$ cat src/rtl/dtmf_pkg.sv
package dtmf_pkg;

  localparam int BANDS = 4;

  // Nominal tone frequency in Hz for band grp (0 = low, 1 = high), slot idx.
  function automatic int nom_hz(input int grp, input int idx);
    int f;
    if (grp == 0) begin
      case (idx)
        0: f = 697;
        1: f = 770;
        2: f = 852;
        default: f = 941;
      endcase
    end else begin
      case (idx)
        0: f = 1209;
        1: f = 1336;
        2: f = 1477;
        default: f = 1633;
      endcase
    end
    return f;
  endfunction

  // Row/column to 4-bit key code.
  function automatic logic [3:0] key_code(input logic [1:0] row, input logic [1:0] col);
    logic [3:0] c;
    case ({row, col})
      4'h0: c = 4'd1;   4'h1: c = 4'd2;   4'h2: c = 4'd3;   4'h3: c = 4'd13;
      4'h4: c = 4'd4;   4'h5: c = 4'd5;   4'h6: c = 4'd6;   4'h7: c = 4'd14;
      4'h8: c = 4'd7;   4'h9: c = 4'd8;   4'hA: c = 4'd9;   4'hB: c = 4'd15;
      4'hC: c = 4'd11;  4'hD: c = 4'd10;  4'hE: c = 4'd12;  default: c = 4'd0;
    endcase
    return c;
  endfunction

endpackage

$ cat src/rtl/dtmf_sync.sv
module dtmf_sync (
  input  logic clk,
  input  logic rst_n,
  input  logic d_i,
  output logic q_o
);
  logic meta_q, stab_q;

  always_ff @(posedge clk or negedge rst_n) begin
    if (!rst_n) begin
      meta_q <= 1'b0;
      stab_q <= 1'b0;
    end else begin
      meta_q <= d_i;
      stab_q <= meta_q;
    end
  end

  assign q_o = stab_q;
endmodule

$ cat src/rtl/dtmf_period_meter.sv
module dtmf_period_meter #(
  parameter int CLK_HZ      = 1_000_000,
  parameter int GRP         = 0,
  parameter int AVG_PERIODS = 4,
  parameter int TOL_PPT     = 15
) (
  input  logic       clk,
  input  logic       rst_n,
  input  logic       tone_i,
  output logic       valid_o,
  output logic [1:0] idx_o
);
  localparam int F_MIN   = dtmf_pkg::nom_hz(GRP, 0);
  localparam int MAX_PER = 2 * (CLK_HZ / F_MIN) + 2;
  localparam int CNT_W   = $clog2(MAX_PER + 1);
  localparam int ACC_W   = $clog2(AVG_PERIODS * MAX_PER + 1);
  localparam int PER_W   = $clog2(AVG_PERIODS + 1);

  logic tone_s;
  dtmf_sync u_sync (.clk(clk), .rst_n(rst_n), .d_i(tone_i), .q_o(tone_s));

  logic             tone_q, tone_d;
  logic [CNT_W-1:0] cnt_q, cnt_d;
  logic [ACC_W-1:0] acc_q, acc_d;
  logic [PER_W-1:0] per_q, per_d;
  logic             armed_q, armed_d;
  logic             valid_q, valid_d;
  logic [1:0]       idx_q, idx_d;

  logic             rise, timeout, frame_end, hit;
  logic [ACC_W-1:0] sum_now;
  logic [3:0]       match;
  logic [1:0]       hit_idx;

  assign rise      = tone_s & ~tone_q;
  assign timeout   = armed_q && (cnt_q == CNT_W'(MAX_PER));
  assign sum_now   = acc_q + ACC_W'(cnt_q);
  assign frame_end = rise && armed_q && (per_q == PER_W'(AVG_PERIODS - 1));

  for (genvar k = 0; k < dtmf_pkg::BANDS; k++) begin : g_win
    localparam int SUM_NOM = (AVG_PERIODS * CLK_HZ) / dtmf_pkg::nom_hz(GRP, k);
    localparam int SUM_TOL = (SUM_NOM * TOL_PPT) / 1000;
    assign match[k] = (sum_now >= ACC_W'(SUM_NOM - SUM_TOL)) &&
                      (sum_now <= ACC_W'(SUM_NOM + SUM_TOL));
  end

  assign hit = |match;

  always_comb begin
    hit_idx = 2'd0;
    for (int k = dtmf_pkg::BANDS - 1; k >= 0; k--) begin
      if (match[k]) hit_idx = 2'(k);
    end
  end

  always_comb begin
    tone_d  = tone_s;
    cnt_d   = cnt_q;
    acc_d   = acc_q;
    per_d   = per_q;
    armed_d = armed_q;
    valid_d = valid_q;
    idx_d   = idx_q;
    if (rise) begin
      cnt_d   = CNT_W'(1);
      armed_d = 1'b1;
      if (!armed_q || frame_end) begin
        acc_d = '0;
        per_d = '0;
      end else begin
        acc_d = sum_now;
        per_d = per_q + PER_W'(1);
      end
      if (frame_end) begin
        valid_d = hit;
        if (hit) idx_d = hit_idx;
      end
    end else if (timeout) begin
      armed_d = 1'b0;
      valid_d = 1'b0;
      acc_d   = '0;
      per_d   = '0;
    end else if (cnt_q != CNT_W'(MAX_PER)) begin
      cnt_d = cnt_q + CNT_W'(1);
    end
  end

  always_ff @(posedge clk or negedge rst_n) begin
    if (!rst_n) begin
      tone_q  <= 1'b0;
      cnt_q   <= '0;
      acc_q   <= '0;
      per_q   <= '0;
      armed_q <= 1'b0;
      valid_q <= 1'b0;
      idx_q   <= 2'd0;
    end else begin
      tone_q  <= tone_d;
      cnt_q   <= cnt_d;
      acc_q   <= acc_d;
      per_q   <= per_d;
      armed_q <= armed_d;
      valid_q <= valid_d;
      idx_q   <= idx_d;
    end
  end

  assign valid_o = valid_q;
  assign idx_o   = idx_q;

  AST_VALID_ONLY_AT_FRAME: assert property (@(posedge clk) disable iff (!rst_n)
    !$stable(valid_q) |-> $past(frame_end || timeout));
  AST_SILENCE_DROPS: assert property (@(posedge clk) disable iff (!rst_n)
    timeout |=> !valid_q);
  AST_COUNT_BOUND: assert property (@(posedge clk) disable iff (!rst_n)
    cnt_q <= CNT_W'(MAX_PER));
endmodule

$ cat src/rtl/dtmf_guard_timer.sv
module dtmf_guard_timer #(
  parameter int VALID_CYC   = 40_000,
  parameter int RELEASE_CYC = 30_000
) (
  input  logic       clk,
  input  logic       rst_n,
  input  logic       est_i,
  input  logic [1:0] row_i,
  input  logic [1:0] col_i,
  output logic       guard_o,
  output logic [3:0] code_o,
  output logic       strobe_o
);
  localparam int V_W = $clog2(VALID_CYC + 1);
  localparam int R_W = $clog2(RELEASE_CYC + 1);

  logic [V_W-1:0] vcnt_q, vcnt_d;
  logic [R_W-1:0] rcnt_q, rcnt_d;
  logic           gt_q, gt_d;
  logic           dv_q, dv_d;
  logic [3:0]     code_q, code_d;

  always_comb begin
    vcnt_d = vcnt_q;
    rcnt_d = rcnt_q;
    gt_d   = gt_q;
    code_d = code_q;
    dv_d   = 1'b0;
    if (!gt_q) begin
      rcnt_d = '0;
      if (!est_i) begin
        vcnt_d = '0;
      end else if (vcnt_q == V_W'(VALID_CYC - 1)) begin
        vcnt_d = '0;
        gt_d   = 1'b1;
        dv_d   = 1'b1;
        code_d = dtmf_pkg::key_code(row_i, col_i);
      end else begin
        vcnt_d = vcnt_q + V_W'(1);
      end
    end else begin
      vcnt_d = '0;
      if (est_i) begin
        rcnt_d = '0;
      end else if (rcnt_q == R_W'(RELEASE_CYC - 1)) begin
        rcnt_d = '0;
        gt_d   = 1'b0;
      end else begin
        rcnt_d = rcnt_q + R_W'(1);
      end
    end
  end

  always_ff @(posedge clk or negedge rst_n) begin
    if (!rst_n) begin
      vcnt_q <= '0;
      rcnt_q <= '0;
      gt_q   <= 1'b0;
      dv_q   <= 1'b0;
      code_q <= 4'd0;
    end else begin
      vcnt_q <= vcnt_d;
      rcnt_q <= rcnt_d;
      gt_q   <= gt_d;
      dv_q   <= dv_d;
      code_q <= code_d;
    end
  end

  assign guard_o  = gt_q;
  assign code_o   = code_q;
  assign strobe_o = dv_q;

  // Independent run-length counters of the early-steering level.
  logic [V_W-1:0] hi_run_q;
  logic [R_W-1:0] lo_run_q;
  always_ff @(posedge clk or negedge rst_n) begin
    if (!rst_n) begin
      hi_run_q <= '0;
      lo_run_q <= '0;
    end else begin
      hi_run_q <= !est_i ? '0 : (hi_run_q == V_W'(VALID_CYC)) ? hi_run_q : hi_run_q + V_W'(1);
      lo_run_q <= est_i ? '0 : (lo_run_q == R_W'(RELEASE_CYC)) ? lo_run_q : lo_run_q + R_W'(1);
    end
  end

  AST_VALIDATION_WINDOW: assert property (@(posedge clk) disable iff (!rst_n)
    $rose(gt_q) |-> ($past(est_i) && $past(hi_run_q) >= V_W'(VALID_CYC - 1)));
  AST_STROBE_SINGLE: assert property (@(posedge clk) disable iff (!rst_n)
    dv_q |=> !dv_q);
  AST_CODE_HELD: assert property (@(posedge clk) disable iff (!rst_n)
    !dv_q |-> $stable(code_q));
  AST_STROBE_WITH_GUARD: assert property (@(posedge clk) disable iff (!rst_n)
    dv_q |-> (gt_q && !$past(gt_q)));
  AST_GUARD_HOLDS: assert property (@(posedge clk) disable iff (!rst_n)
    (gt_q && est_i) |=> gt_q);
  AST_RELEASE_WINDOW: assert property (@(posedge clk) disable iff (!rst_n)
    $fell(gt_q) |-> ($past(lo_run_q) >= R_W'(RELEASE_CYC - 1)));
endmodule

$ cat src/rtl/dtmf_pair_decoder.sv
module dtmf_pair_decoder #(
  parameter int CLK_HZ      = 1_000_000,
  parameter int AVG_PERIODS = 4,
  parameter int TOL_PPT     = 15,
  parameter int VALID_CYC   = 40_000,
  parameter int RELEASE_CYC = 30_000
) (
  input  logic       clk,
  input  logic       rst_n,
  input  logic       lo_tone_i,
  input  logic       hi_tone_i,
  output logic       early_steer_o,
  output logic       guard_o,
  output logic [3:0] key_code_o,
  output logic       key_valid_o
);
  logic       lo_valid, hi_valid, est;
  logic [1:0] row, col;

  dtmf_period_meter #(.CLK_HZ(CLK_HZ), .GRP(0), .AVG_PERIODS(AVG_PERIODS), .TOL_PPT(TOL_PPT))
    u_lo_meter (.clk(clk), .rst_n(rst_n), .tone_i(lo_tone_i), .valid_o(lo_valid), .idx_o(row));

  dtmf_period_meter #(.CLK_HZ(CLK_HZ), .GRP(1), .AVG_PERIODS(AVG_PERIODS), .TOL_PPT(TOL_PPT))
    u_hi_meter (.clk(clk), .rst_n(rst_n), .tone_i(hi_tone_i), .valid_o(hi_valid), .idx_o(col));

  assign est = lo_valid & hi_valid;

  dtmf_guard_timer #(.VALID_CYC(VALID_CYC), .RELEASE_CYC(RELEASE_CYC))
    u_guard (.clk(clk), .rst_n(rst_n), .est_i(est), .row_i(row), .col_i(col),
             .guard_o(guard_o), .code_o(key_code_o), .strobe_o(key_valid_o));

  assign early_steer_o = est;

  AST_GUARD_NEEDS_PAIR: assert property (@(posedge clk) disable iff (!rst_n)
    $rose(guard_o) |-> $past(lo_valid && hi_valid));
endmodule

$ cat config.mk
export PLATFORM = sky130hd
export DESIGN_NAME = dtmf_pair_decoder
export DESIGN_NICKNAME = d
export VERILOG_FILES = /design/src/rtl/dtmf_pkg.sv /design/src/rtl/dtmf_sync.sv /design/src/rtl/dtmf_period_meter.sv /design/src/rtl/dtmf_guard_timer.sv /design/src/rtl/dtmf_pair_decoder.sv
export SDC_FILE = /design/constraint.sdc
export NUM_CORES = 1
export LEC_CHECK = 0
export BUFFER_PORTS_ARGS = -buffer_cell sky130_fd_sc_hd__buf_4
export CAP_MARGIN = 0
export CORE_ASPECT_RATIO = 1.4
export CORE_MARGIN = 3
export CORE_UTILIZATION = 38
export CTS_CLUSTER_DIAMETER = 150
export DETAILED_ROUTE_END_ITERATION = 10
export PLACE_DENSITY_LB_ADDON = 0.3
export SLEW_MARGIN = 10
export SYNTH_ARGS = -nofsm -noshare
export SYNTH_HDL_FRONTEND = slang
export SYNTH_SLANG_ARGS = --single-unit
$ cat constraint.sdc
create_clock -name clk -period 4.15 [get_ports clk]
set_input_delay 0.83 -clock clk [delete_from_list [all_inputs] [get_ports clk]]
set_output_delay 0.83 -clock clk [all_outputs]
set_load 0.01 [all_outputs]
==> out/results.ini, run 1 <==
[logic_synthesis]
ys_seq_elements = 107
avgSynthCellArea_um2 = 9.283
synthMuxAreaShare_pct = 0.9386
synth_top_family_by_area = simple AND/OR/NAND/NOR gates
synth_cells = 718
yosys.area_share.simple_pct = 21.78
ys_seq_area_share_pct = 40.17
yosys_most_used_dff = dfrtp_1
yosysWarnings = 0
yosys.area_share.adder_pct = 7.922
synth_nets = 763
synthesis.area_mm2 = 0.006665
synth_cell_types = 80
async_reset_ff_share_pct = 100.0
synth_edf_count = 0
synth_compound_area_share_pct = 17.51
synth_xor_area_share_pct = 8.635

[setup_path]
cpPeakStageDelay_ns = 0.45
cp_max_fo = 6
crit_required_ns = 4.39
ff2ff_setup_slack_ns = 0.93
cpLargestDelayFamily = compound AO/OA/AOI/OAI gates
cp-end-kind = flip-flop
path_cells = ha_1 > inv_1 > fa_1 > nand2b_1 > a211oi_1 > o21ai_0 > and2_0 > nor4_4 > a2111oi_0 > o21ai_1 > o41ai_2 > a211o_1
slowest_stage = dfrtp_1
path_buf_inv = 1
path_class = reg -> reg
worstSetupStartpointType = flip-flop
worstPathArrival_ns = 3.46

[outcome]
outcome = complete, no violations

[clock_network]
cts_sinks = 107
hold_buffers = 0
cts_root_buf = clkbuf_16
cts_buffer_depth = 2
postCtsResizedCells = 0
numCtsBuffers = 9
insertion_delay_ns = 0.36
clk_pin_slew_ns = 0.08
h-tree-depth = 3
cts_setup_buffers = 0
cts_tree = yes

[sta]
clock_skew_ns = 0.008511
fin_crit_ns = 3.221
fmax_mhz = 310.5
setup_violations = 0
final.setup.tns_ns = 0
rsz0062_at_grt = false
max_slew_margin_pct = 36.38
slew_violations = 0
hold_slack_ns = 0.3591
post-route-period-util_pct = 77.60
hold_violations = 0
worst_slew_pin_slew_ns = 0.9543

[route]
drt_first_pass_iters = 4
wl_um = 14320
vias = 5108
detail_route.iter0.violations = 222
drcViolationCount = 0
wire_per_inst_um = 14.91
postRouteAntennaNets = 0
avgViaCountPerCell = 5.321

[global_route]
grt_pass1_vias = 4919
grtUsageMet3_pct = 2.154
groute.layer.met1.usage_pct = 17.37
grt_antenna_before_repair = 0
grt_max_degree = 74
met2_usage_pct = 28.76
grt_busiest_layer = met2
grt_usage_pct = 15.39
grt_pass1_wl_um = 24040
grt_overflow = 0

[placed_design]
placed_area_mm2 = 0.006982
place_hpwl_um = 10470
port-buffer-count = 10
placed_cells = 944
place_congestion = 0.8768

[power_and_ir_drop]
p_comb_share_pct = 37.4
leakage_uw = 0.003166
powerDensity_mw_per_mm2 = 466.8
p_sw_uw = 1330
ir_drop_uv = 261.1
clockPowerShare_pct = 25.7
internal_power_uw = 2072
pwr-share-seq_pct = 36.9
swShare_pct = 39.09

[die]
fp.dieArea_mm2 = 0.01919
rows = 56
die_h_um = 162.7
core_area_mm2 = 0.01696
io_pins = 11
die_width_um = 117.9
start_util_pct = 39.31

[layout]
nNetsFinal = 768
final_common_cell = dfrtp_1
stdcell_count = 960
stdcell_area_mm2 = 0.007287
fillerInstances = 1732
area_growth_pct = 9.330
final_cell_mix = dfrtp_1 (107), nor2_1 (82), nand2_1 (70)
drive_gt1_share_pct = 9.203
antenna_cells = 0

[run]
maxCapViolCount = 0

[worst_hold_path]
hold_path_class = reg -> reg

[power groups by stage]
stage / clock (µW) / sequential (µW) / combinational, µW
2_1_floorplan: 0 / 1250 / 987
3_3_place_gp: 0 / 1270 / 1260
3_5_place_dp: 0 / 1270 / 1260
4_1_cts: 907 / 1260 / 1270
5_1_grt: 951 / 1270 / 1420
6_report: 874 / 1260 / 1270
[state kept, by name, indices dropped and copies added, names as in the netlist, 2 cells and up]
name / flops
u_guard.code_o: 4
u_lo_meter.idx_o: 2
u_guard.vcnt_q: 16
u_lo_meter.per_q: 3
u_hi_meter.cnt_q: 11
u_guard.rcnt_q: 15
u_hi_meter.idx_o: 2
u_hi_meter.per_q: 3
u_lo_meter.cnt_q: 12
u_hi_meter.acc_q: 13
u_lo_meter.acc_q: 14
[logic make-up (layout without fill, tap and decap cells)]
family          Yosys count  after routing
simple gates            285            285
mux                       6              6
fa+ha+maj                41             41
buf+inv                  51             61
xor+xnor                 64             64
flops                   107            107
compound gates          164            164
[metal layers]
metal  vias up  wire length, µm
li1       2560                -
met1      2469             6038
met2        56             7574
met3        23              238
met4         0              463
met5         -                0
[layout make-up]
type / instances / area, µm² / area share, %
clock buffer: 10 / 239.0 / 3.280
clock inverter: 6 / 66.31 / 0.9100
inverter: 30 / 112.6 / 1.545
multi-input combinational: 560 / 3789 / 51.99
sequential: 107 / 2678 / 36.74
tap: 232 / 290.3 / 3.984
timing repair buffer: 15 / 112.6 / 1.545
[per-stage QoR]
stage | worst slack, ns | power (µW) | util (%)
floorplan | 1.244 | 2236 | -
global placement | 1.014 | 2530 | 41.17
detailed placement | 0.9087 | 2536 | 41.17
CTS | 0.8823 | 3434 | 42.98
global route | 0.5323 | 3644 | 42.98
finish | 0.9294 | 3401 | 42.98
[Yosys cell counts (6+ instances only)]
cell type	n	area share, %
dfrtp_1	107	40
nor2_1	82	4.6
nand2_1	70	3.9
o21ai_0	43	3.2
ha_1	39	7.3
nand3_1	36	2.7
xnor2_1	31	4.1
xor2_1	31	4.1
a21oi_1	29	2.2
inv_1	29	1.6
and3_1	16	1.5
a22o_1	13	1.7
clkbuf_1	13	0.73
a21o_1	12	1.4
nand4_1	12	1.1
o21ai_1	9	0.68
nor2b_1	8	0.75
nand2b_1	7	0.66
nor3_1	7	0.53
nor3b_1	6	0.68
or3_1	6	0.56
[worst paths after layout]
path / to / cells past startpoint / from
worst max-delay path: u_hi_meter.valid_o / 12 / u_hi_meter.cnt_q[0]
max in group asynchronous: u_lo_meter.cnt_q[11] / 2 / rst_n
min in group asynchronous: u_guard.vcnt_q[8] / 1 / rst_n
worst min register to register: u_lo_meter.u_sync.q_o / 0 / u_lo_meter.u_sync.meta_q
worst max register to register: u_hi_meter.valid_o / 12 / u_hi_meter.cnt_q[0]
worst min-delay path: u_lo_meter.u_sync.q_o / 0 / u_lo_meter.u_sync.meta_q
[worst reg2reg max path, stage by stage (launching register included)]
cell	delay (ns)
dfrtp_1	0.45
ha_1	0.21
inv_1	0.06
fa_1	0.42
nand2b_1	0.21
a211oi_1	0.25
o21ai_0	0.16
and2_0	0.29
nor4_4	0.35
a2111oi_0	0.11
o21ai_1	0.23
o41ai_2	0.12
a211o_1	0.24
Power figures use the tool's default switching activity.
==> run 2: changes to the inputs <==
==> constraint.sdc (replaced) <==
create_clock -name clk -period 3.35 [get_ports clk]
set_input_delay 0.67 -clock clk [delete_from_list [all_inputs] [get_ports clk]]
set_output_delay 0.67 -clock clk [all_outputs]
set_load 0.01 [all_outputs]
==> run 2 against run 1 <==
- largest power group unchanged
- flip-flop and latch count unchanged
- register-to-register slack worse by 0.62 ns
- critical path depth unchanged
- combinational power up 25%
- routed wire length up 0.18%
- cell area about the same
- clock power up 20%
- global-route usage up 0.35 points
==> out/results.ini, run 2 (synthesis gave the netlist of run 1 again) <==
[layout]
largest_reg_flops = 16
post-route-util_pct = 43.01
fillerInstances = 1745
final_cell_mix = dfrtp_1 (107), nor2_1 (82), nand2_1 (70)
area_growth_pct = 9.424
stdcell_area_mm2 = 0.007293
final_common_cell = dfrtp_1
nNetsFinal = 770
largest-register = u_guard.vcnt_q
drive_gt1_share_pct = 9.315
reg_top3 = u_guard.vcnt_q: 16 flops, u_guard.rcnt_q: 15 flops, u_lo_meter.acc_q: 14 flops
antenna_cells = 0

[power_and_ir_drop]
powerDensity_mw_per_mm2 = 576.9
ir_drop_uv = 376.9
leakage_uw = 0.003172

[route]
route.top_layer_used = met4
wl_um = 14340
drt_first_pass_iters = 5
vias = 5142
dr_wl_met3_um = 231
wl_met2_um = 7517
postRouteAntennaNets = 0
wire_per_inst_um = 14.91
avgViaCountPerCell = 5.345
drcViolationCount = 0
route.layer.met1.wl_um = 6109
detail_route.iter0.violations = 192

[placed_design]
place_congestion = 0.8520
port-buffer-count = 10
place_hpwl_um = 10570
placed_area_mm2 = 0.007005

[clock_network]
h-tree-depth = 3
hold_buffers = 0
cts_root_buf = clkbuf_16
cts_tree = yes
cts_setup_buffers = 0
insertion_delay_ns = 0.35
numCtsBuffers = 9
clk_pin_slew_ns = 0.08
cts_sinks = 107
cts_buffer_depth = 2
postCtsResizedCells = 0

[sta]
clock_skew_ns = 0.01152
hold_violations = 0
fin_crit_ns = 3.044
fmax_mhz = 328.5
slew_violations = 0
setup_violations = 0
worst_slew_pin_slew_ns = 0.8513
max_slew_margin_pct = 43.04
final.setup.tns_ns = 0
rsz0062_at_grt = false
post-route-period-util_pct = 90.87

[die]
core_area_mm2 = 0.01696
io_pins = 11
fp.dieArea_mm2 = 0.01919
rows = 56
die_width_um = 117.9
start_util_pct = 39.31
die_h_um = 162.7

[global_route]
grt_usage_pct = 15.74
grt_max_degree = 68
grt_pass1_vias = 5188
grt_antenna_before_repair = 0
grt_overflow = 0
grt_pass1_wl_um = 24800

[run]
maxCapViolCount = 0

[setup_path]
cp-end-kind = flip-flop
worstPathArrival_ns = 3.32
rr_startpoint = u_hi_meter.acc_q[0]
cp_max_fo = 8
worstSetupStartpointType = flip-flop
path_class = reg -> reg
crit_required_ns = 3.63
startpoint = u_hi_meter.acc_q[0]

[outcome]
outcome = complete, no violations

[worst_hold_path]
hold_path_class = in -> async

run 2: cell count changes in the layout (fill, tap and decap cells not counted), sizes merged:
cell      previous run  this run
buf                 15        17
inv                 34        35
clkinvlp             1         0
run 2: worst paths after layout:
kind                                          to  slack [ns]  cells past startpoint
setup reg to reg             u_hi_meter.idx_o[0]        0.31                     12
hold reg to reg            u_hi_meter.u_sync.q_o        0.36                      0
setup / recovery             u_hi_meter.idx_o[0]        0.31                     12
min in group clk           u_hi_meter.u_sync.q_o        0.36                      0
hold / removal                u_guard.rcnt_q[10]        0.29                      1
max in group asynchronous    u_hi_meter.acc_q[5]        2.30                      2
run 2: cell type report:
class                   count  area (µm²)  area share, %
flip-flops and latches    107        2678          36.71
clock buffers              10       229.0          3.139
repair buffers             17       140.1          1.921
multi-input cells         560        3789          51.95
clock inverters             6       55.05         0.7548
well taps                 232       290.3          3.980
inverters                  30       112.6          1.544
run 2: critical path: stages, from the launching register on:
cell	delay [ns]
dfrtp_1	0.35
ha_1	0.19
inv_1	0.06
fa_1	0.42
nand2b_1	0.21
a21oi_1	0.23
xor2_2	0.33
or2_2	0.22
nor4_4	0.05
a2111oi_0	0.42
o21ai_1	0.17
o41ai_2	0.10
mux2i_1	0.23
run 2: power by group:
part / leakage, µW / switching (µW) / internal (µW)
Sequential: 0.00143 / 130 / 1430
Combinational: 0.00160 / 983 / 609
Clock: 0.000140 / 531 / 524
run 2: layer usage:
layer | GRT usage (%) | vias to the layer above
met3 | 2.293 | 29
met5 | 0 | -
met4 | 6.933 | 0
met2 | 28.76 | 45
li1 | - | 2566
met1 | 18.30 | 2502
run 2: stage by stage:
stage | power (µW) | std cells | hold WS, ns | setup WS, ns
4_1_cts | 4239 | 962 | 0.2959 | 0.2443
3_5_place_dp | 3163 | 946 | 0.3463 | 0.2634
3_3_place_gp | 3152 | 946 | 0.3332 | 0.3337
5_1_grt | 4493 | 962 | 0.3102 | 0.002548
2_1_floorplan | 2770 | 718 | 0.3312 | 0.4439
6_report | 4207 | 962 | 0.2863 | 0.3058
